--- config.mk ---
export PLATFORM = sky130hd
export DESIGN_NAME = raster_irq_unit
export DESIGN_NICKNAME = d
export VERILOG_FILES = /design/src/rtl/raster_irq_pkg.sv /design/src/rtl/raster_match.sv /design/src/rtl/raster_rdmux.sv /design/src/rtl/raster_irq_unit.sv
export SDC_FILE = /design/constraint.sdc
export NUM_CORES = 1
export LEC_CHECK = 0
export BUFFER_PORTS_ARGS = -buffer_cell sky130_fd_sc_hd__buf_2
export CAP_MARGIN = 20
export CELL_PAD_IN_SITES_DETAIL_PLACEMENT = 1
export CELL_PAD_IN_SITES_GLOBAL_PLACEMENT = 2
export CORE_MARGIN = 1
export CORE_UTILIZATION = 32
export CTS_CLUSTER_DIAMETER = 150
export DETAILED_ROUTE_END_ITERATION = 10
export HOLD_SLACK_MARGIN = 0.1
export PLACE_DENSITY_LB_ADDON = 0.08
export SLEW_MARGIN = 20
export SYNTH_ARGS = -nofsm -noshare
export SYNTH_HDL_FRONTEND = slang
export SYNTH_SLANG_ARGS = --single-unit
--- constraint.sdc ---
create_clock -name clk -period 2 [get_ports clk]
set_input_delay 0.4 -clock clk [delete_from_list [all_inputs] [get_ports clk]]
set_output_delay 0.4 -clock clk [all_outputs]
set_load 0.1 [all_outputs]
--- src/rtl/raster_irq_pkg.sv ---
package raster_irq_pkg;
    localparam int CH_N    = 4;
    localparam int V_W     = 10;
    localparam int H_W     = 10;
    localparam int MSK_BIT = 12;
    localparam int STS_BIT = 15;
    localparam int CTL_RST_BIT = 0;

    typedef struct packed {
        logic           sts;
        logic           msk;
        logic [V_W-1:0] vt;
        logic [H_W-1:0] ht;
    } chan_t;

    function automatic chan_t chan_reset(int idx);
        chan_t c;
        c = '0;
        if (idx == 0) begin
            c.ht  = H_W'(430);
            c.vt  = V_W'(263);
            c.msk = 1'b1;
        end else if (idx == 1) begin
            c.ht  = H_W'(1);
            c.vt  = V_W'(1);
            c.msk = 1'b1;
        end
        return c;
    endfunction
endpackage

--- src/rtl/raster_match.sv ---
module raster_match
    import raster_irq_pkg::*;
#(
    parameter int HL_W = 11
) (
    input  logic            hl_tick,
    input  logic [HL_W-1:0] hl_count,
    input  logic [H_W-1:0]  hl_width,
    input  logic [V_W-1:0]  vt,
    input  logic [H_W-1:0]  ht,
    output logic            hit
);
    localparam int CMP_W = ((HL_W > V_W) ? HL_W : V_W) + 1;

    logic [CMP_W-1:0] line_no;
    logic             want_odd;

    always_comb begin
        line_no  = CMP_W'(hl_count >> 1) + CMP_W'(1);
        want_odd = (ht > hl_width);
        hit      = hl_tick && (line_no == CMP_W'(vt)) && (hl_count[0] == want_odd);
    end
endmodule

--- src/rtl/raster_rdmux.sv ---
module raster_rdmux
    import raster_irq_pkg::*;
#(
    parameter int AW = 4,
    parameter int DW = 16
) (
    input  chan_t [CH_N-1:0] chans,
    input  logic [AW-1:0]    addr,
    output logic [DW-1:0]    rdata
);
    always_comb begin
        rdata = '0;
        for (int i = 0; i < CH_N; i++) begin
            if (addr == AW'(2*i)) begin
                rdata[V_W-1:0] = chans[i].vt;
                rdata[MSK_BIT] = chans[i].msk;
                rdata[STS_BIT] = chans[i].sts;
            end else if (addr == AW'(2*i+1)) begin
                rdata[H_W-1:0] = chans[i].ht;
            end
        end
    end
endmodule

--- src/rtl/raster_irq_unit.sv ---
module raster_irq_unit
    import raster_irq_pkg::*;
#(
    parameter int HL_W = 11,
    parameter int AW   = 4,
    parameter int DW   = 16
) (
    input  logic            clk,
    input  logic            rst_n,
    input  logic            hl_tick,
    input  logic [HL_W-1:0] hl_count,
    input  logic [H_W-1:0]  hl_width,
    input  logic            wr_en,
    input  logic [AW-1:0]   addr,
    input  logic [DW-1:0]   wdata,
    output logic [DW-1:0]   rdata,
    output logic            irq
);
    localparam logic [AW-1:0] CTL_ADDR = AW'(2*CH_N);

    typedef struct packed {
        chan_t [CH_N-1:0] ch;
    } state_t;

    state_t           st_d, st_q;
    logic [CH_N-1:0]  hit_vec;
    logic [CH_N-1:0]  sts_vec;
    logic [CH_N-1:0]  msk_vec;

    // One compare engine per channel, fed from the registered targets
    for (genvar g = 0; g < CH_N; g++) begin : g_match
        raster_match #(.HL_W(HL_W)) u_match (
            .hl_tick  (hl_tick),
            .hl_count (hl_count),
            .hl_width (hl_width),
            .vt       (st_q.ch[g].vt),
            .ht       (st_q.ch[g].ht),
            .hit      (hit_vec[g])
        );
        assign sts_vec[g] = st_q.ch[g].sts;
        assign msk_vec[g] = st_q.ch[g].msk;
    end

    raster_rdmux #(.AW(AW), .DW(DW)) u_rdmux (
        .chans (st_q.ch),
        .addr  (addr),
        .rdata (rdata)
    );

    // Next-state: bus writes, then match sets, then soft reset on top
    always_comb begin
        st_d = st_q;
        for (int i = 0; i < CH_N; i++) begin
            if (wr_en && addr == AW'(2*i)) begin
                st_d.ch[i].vt  = wdata[V_W-1:0];
                st_d.ch[i].msk = wdata[MSK_BIT];
                st_d.ch[i].sts = wdata[STS_BIT];
            end else if (wr_en && addr == AW'(2*i+1)) begin
                st_d.ch[i].ht  = wdata[H_W-1:0];
            end
            if (hit_vec[i]) begin
                st_d.ch[i].sts = 1'b1;
            end
        end
        if (wr_en && addr == CTL_ADDR && wdata[CTL_RST_BIT]) begin
            st_d = '0;
        end
    end

    always_ff @(posedge clk) begin
        if (!rst_n) begin
            for (int i = 0; i < CH_N; i++) begin
                st_q.ch[i] <= chan_reset(i);
            end
        end else begin
            st_q <= st_d;
        end
    end

    assign irq = |(sts_vec & msk_vec);
endmodule

* Yosys cells after proc, flatten, opt, wreduce, memory -nomap -nowiden
Index checks and enable logic that the tools add are counted.
** Word-level totals
- Input port bits :: 45
- Memory bits (writable) :: 0
- ROM bits :: 0
- Latch bits :: 0
- Word-level logic and storage cells :: 113
- Output and inout port bits :: 17
- Bits in registers :: 88
- Memories :: 0
** Operators by class
- Multipliers :: 0
- Muxes and demuxes :: 29
- Bitwise gates (word level) :: 6
- Shift operators :: 0
- Reductions and logical operators :: 35
- Div/mod/pow operators :: 0
- Add/sub/neg operators :: 1
- Equal/unequal tests :: 18
- Magnitude comparators :: 4
** Operators by type and width (count)
- 10-bit 2-to-1 mux :: 12
- 12-bit by 10-bit equality test with 1-bit output :: 4
- 12-bit 2-to-1 mux :: 4
- 43-bit 2-to-1 mux :: 1
- 10-bit greater-than comparator :: 4
- 1-bit logical AND :: 18
- 4-bit by 3-bit equality test with 1-bit output, second input constant :: 4
- 2-bit nonzero test :: 8
- 1-bit 2-to-1 mux :: 12
- 2-bit AND reduction :: 6
- 10-bit by 1-bit adder with 11-bit output, second input constant :: 1
- 4-bit by 2-bit equality test with 1-bit output, second input constant :: 2
- 1-bit inverter :: 5
- 4-bit AND :: 1
- 1-bit equality test :: 4
- 4-bit by 1-bit equality test with 1-bit output, second input constant :: 1
- 4-bit equality test, second input constant :: 1
- 4-bit zero test :: 1
- 2-bit by 1-bit inequality test with 1-bit output, second input constant :: 2
- 4-bit OR reduction :: 1
- 2-bit OR reduction :: 1

* Depth between registers and ports, before layout
- Depth after elaboration :: 9
- Depth in mapped cells :: 9
- Mapped depth without buffers :: 8

* Cells and area by module
From an unflattened synthesis, not the netlist that was laid out.
** Second synthesis, totals
- Cells, all modules :: 908
- Area total of the unflattened synthesis :: 7018.0 µm²
** Modules (own cells, without submodules)
- raster_irq_unit :: area each 3563.4 µm², instances 1, seq. area each 1761.7 µm², cells each 431
- raster_match at g_match[1].u_match ... :: area each 624.3 µm², instances 3, seq. area each 0.0 µm², cells each 89
- raster_rdmux :: area each 993.5 µm², instances 1, seq. area each 0.0 µm², cells each 129
- raster_match at g_match[0].u_match :: area each 588.1 µm², instances 1, seq. area each 0.0 µm², cells each 81

* Least setup slack after synthesis
No wires, ideal clock.
- Path type :: input to output
- Start :: input addr[0]
- End :: output rdata[5]
- Path buffers :: 2
- Setup slack :: -1.891 ns
- Data arrival time :: 3.491 ns
- Stages on the path :: 5
- Cell sequence :: buf_2 nor4b_2 clkbuf_1 a221oi_1 o21ai_0
** On the way
- Word-level cells in the longest chain between the ends :: 9
- Elaborated cells on any way between the ends :: 16
- Those cells by class :: eq/ne: 7; mux: 8; reduce/logical: 1
** Ends and longest elaborated chain
- start: declaration :: line raster_irq_unit.sv:14 : input logic [AW-1:0] addr,
- 4-bit by 1-bit equality test with 1-bit output :: line raster_rdmux.sv:18 : end else if (addr == AW'(2*i+1)) begin
- 10-bit 2-to-1 mux :: line raster_rdmux.sv:18
- 10-bit 2-to-1 mux :: line raster_rdmux.sv:14 : if (addr == AW'(2*i)) begin
- 10-bit 2-to-1 mux :: line raster_rdmux.sv:18
- 10-bit 2-to-1 mux :: line raster_rdmux.sv:14
- 10-bit 2-to-1 mux :: line raster_rdmux.sv:18
- 10-bit 2-to-1 mux :: line raster_rdmux.sv:14
- 10-bit 2-to-1 mux :: line raster_rdmux.sv:18
- 10-bit 2-to-1 mux * :: line raster_rdmux.sv:14
- end: declaration :: line raster_irq_unit.sv:16 : output logic [DW-1:0] rdata,
Every way passes the cells marked *; elsewhere a longest branch is shown, timed or not.

* Worst setup path after layout
- Start :: register st_q[18] (netlist bit)
- End :: output rdata[8]
** On the way
- Word-level cells in the longest chain between the ends :: 7
** Ends and longest elaborated chain
- start: declaration :: line raster_irq_unit.sv:25 : state_t st_d, st_q;
- start signal: assignment :: line raster_irq_unit.sv:76 : st_q <= st_d;
- 10-bit 2-to-1 mux :: line raster_rdmux.sv:14
- 10-bit 2-to-1 mux :: line raster_rdmux.sv:18
- 10-bit 2-to-1 mux :: line raster_rdmux.sv:14
- 10-bit 2-to-1 mux :: line raster_rdmux.sv:18
- 10-bit 2-to-1 mux :: line raster_rdmux.sv:14
- 10-bit 2-to-1 mux :: line raster_rdmux.sv:18
- 10-bit 2-to-1 mux :: line raster_rdmux.sv:14
Every way passes these cells.

==> flow_summary.ini <==
[timing]
hold_slack_ns = 0.334
grt_setup_unrepaired = true
slew_violations = 0
relSlewSlack_pct = 56.4
finalSetupTns_ns = -1.41
fin_crit_ns = 2.34
fin_ws_ns = -0.335
period_share_pct = 117
worst-slew-pin-transition_ns = 0.652
hold_viol = 0
clock.fmax_mhz = 428
setup_violations = 10
finClkSkew_ns = 0.0108

[worst_hold_path]
hold_path_class = in2reg

[clock_tree]
h-tree-depth = 3
hold_buffers = 0
clock-root-buffer = clkbuf_16
insertion_delay_ns = 0.35
cts_sinks = 88
cts_buffers = 9
cts_tree = done
cts_buffer_depth = 2
clk_pin_slew_ns = 0.07

[synthesis]
ys_warn_count = 0
synth_edf_count = 0
async_flop_share_pct = 0
synthFlopType = dfxtp_1
synth_top_area_share_pct = 30.0
yosysTopAreaCell = dfxtp_1
synth_cells = 750
synthAdderAreaFrac_pct = 8.73
synth_top_family_by_area = simple AND/OR/NAND/NOR gates
avgSynthCellArea_sq_um = 7.83
muxShareOfSynthArea_pct = 4.54
netlist_top_cells_area = dfxtp_1 (30%), nand2_1 (12%), ha_1 (8.7%)
synth-simple-area-share_pct = 22.3
synth_area_sq_um = 5870
synth-seq-cells = 88
ys_seq_area_share_pct = 30.0
synth_compound_area_share_pct = 20.9
yosysUniqueCellTypes = 67
yosys.area_share.xor_xnor_pct = 7.07

[pwr]
ir_worst_vdd_mv = 0.412
total_power_mw = 4.54
seqPwrFrac_pct = 39.9
internal-power_mw = 3.08
swShare_pct = 32.2
comb_power_share_pct = 24.9
power_density_nw_per_um2 = 529
leakage_nw = 3.46
clkPwrFrac_pct = 35.2
net-switching-power_mw = 1.46

[detailed_routing]
drc = 0
drt_iter0_drc = 350
wirelength_um = 26800
ant_nets = 0
wl_per_cell_um = 23.5
avgViaCountPerCell = 5.54
firstDrtPassIters = 7
via_count = 6318

[global_routing]
gr-usage-met2_pct = 49.1
grt_pass1_vias = 6628
overflow = 0
grt_max_degree = 34
track_usage_pct = 29.4
grt_pass1_wl_um = 40100
grt_util_met3_pct = 2.91
met1_usage_pct = 39.0
grt-busiest-layer = met2
antenna_found_initial = 0

[status]
outcome = complete, but fails checks
violations = negative setup slack

[placed_design]
place_area_sq_um = 7710
numPortBuffers = 53
gp_congestion = 0.895
post-dp-hpwl_um = 21000
place_inst = 1114
place_ws_ns = -0.530

[worst_setup_path]
cp_data_required_time_ns = 1.60
cp_cell_sequence = or3b_4 -> a21boi_1 -> a221o_1 -> nand2_1 -> and3_4 -> o32ai_4 -> buf_12
cp.arrival_ns = 1.94
crit_path_end_kind = output pin
path_class = reg2out
crit_slowest_cell = or3b_4
cp_max_fo = 2
critical_path.max_stage_delay_ns = 0.37
critPathLaunchType = flop

[job]
maxCapViolCount = 0

[layout]
area_growth_pct = 46.1
nets = 993
final_core_util_pct = 47.8
final_common_cell = nand2_1
finalNonFillerCells = 1140
drive_gt1_share_pct = 34.0
final_area_sq_um = 8580
antenna_cells = 0
mostFrequentLayoutCells = nand2_1 (169), buf_4 (126), a21oi_1 (86)

[floorplan]
die_h_um = 137
ios = 62
fp-row-count = 49
start_util_pct = 32.7
fp.dieArea_sq_um = 18900
coreArea_sq_um = 18000
fp.dieW_um = 137
## worst max-delay path: cells and delay by family, from the launching register on
family | cells | cell delay, ns
AOI/OAI and AO/OA | 3 | 0.44
buffers and inverters | 1 | 0.21
DFF | 1 | 0.33
and+or+nand+nor | 3 | 0.61
## cell usage after synthesis (4+ instances only)
| master | number |
|---|---|
| a221o_1 | 14 |
| ha_1 | 41 |
| nor3_1 | 12 |
| dfxtp_1 | 88 |
| nand2_1 | 180 |
| inv_1 | 23 |
| a211oi_1 | 6 |
| nand3_1 | 25 |
| xor2_1 | 17 |
| nor4_1 | 4 |
| and3_1 | 8 |
| buf_1 | 5 |
| nand4_1 | 10 |
| o21ai_0 | 16 |
| a21oi_1 | 86 |
| clkbuf_1 | 27 |
| a222oi_1 | 7 |
| buf_4 | 12 |
| mux2i_1 | 21 |
| a32o_1 | 6 |
| buf_2 | 11 |
| a21o_1 | 11 |
| xnor2_1 | 24 |
| nor2b_1 | 9 |
| o211ai_1 | 6 |
| nor2_1 | 20 |
## what timing repair did
action                     CTS  global route
gates resized for setup     67            41
pin swaps                   38            27
buffers inserted            11             3
cloned                       1             0
setup endpoints to repair   15            16
## cell type report
class	count	area, sq um
Clock buffer	10	229
Multi-Input combinational cell	585	4390
Clock inverter	5	33.8
Timing Repair Buffer	200	1760
Inverter	23	93.8
Sequential cell	88	1790
Tap cell	229	287
Fill cell	2106	9380
## sequential cells by signal, summed over array words and instances (netlist names)
signal / flops
st_q: 84
msk_vec: 4
## power groups by stage
stage	logic, mW	clock network, mW	registers, mW
2_1_floorplan	0.621	0	1.84
3_3_place_gp	1.01	0	1.85
3_5_place_dp	1.03	0	1.85
4_1_cts	1.08	1.62	1.81
5_1_grt	1.19	1.70	1.81
6_report	1.13	1.60	1.81
## worst paths after layout
kind	to	startpoint	slack (ns)	cells after the start
min reg2reg	st_q[44]	st_q[44]	0.47	2
min	msk_vec[2]	wdata[12]	0.33	3
max	rdata[8]	st_q[18]	-0.34	7
max reg2reg	st_q[87]	st_q[67]	0.01	7
## kinds of logic after synthesis
| kind of cell | count (synthesis) |
|---|---|
| xor+xnor | 44 |
| simple gates | 289 |
| mux | 24 |
| other cells | 1 |
| buf+inv | 80 |
| fa+ha+maj | 41 |
| compound gates | 183 |
| flops | 88 |
## per-layer routing
| metal | wire length [um] | vias up |
|---|---|---|
| li1 | - | 2977 |
| met1 | 12100 | 3116 |
| met2 | 12500 | 175 |
| met3 | 1200 | 50 |
| met4 | 962 | 0 |
| met5 | 0 | - |
No activity file was read; power rests on OpenSTA's default activity.
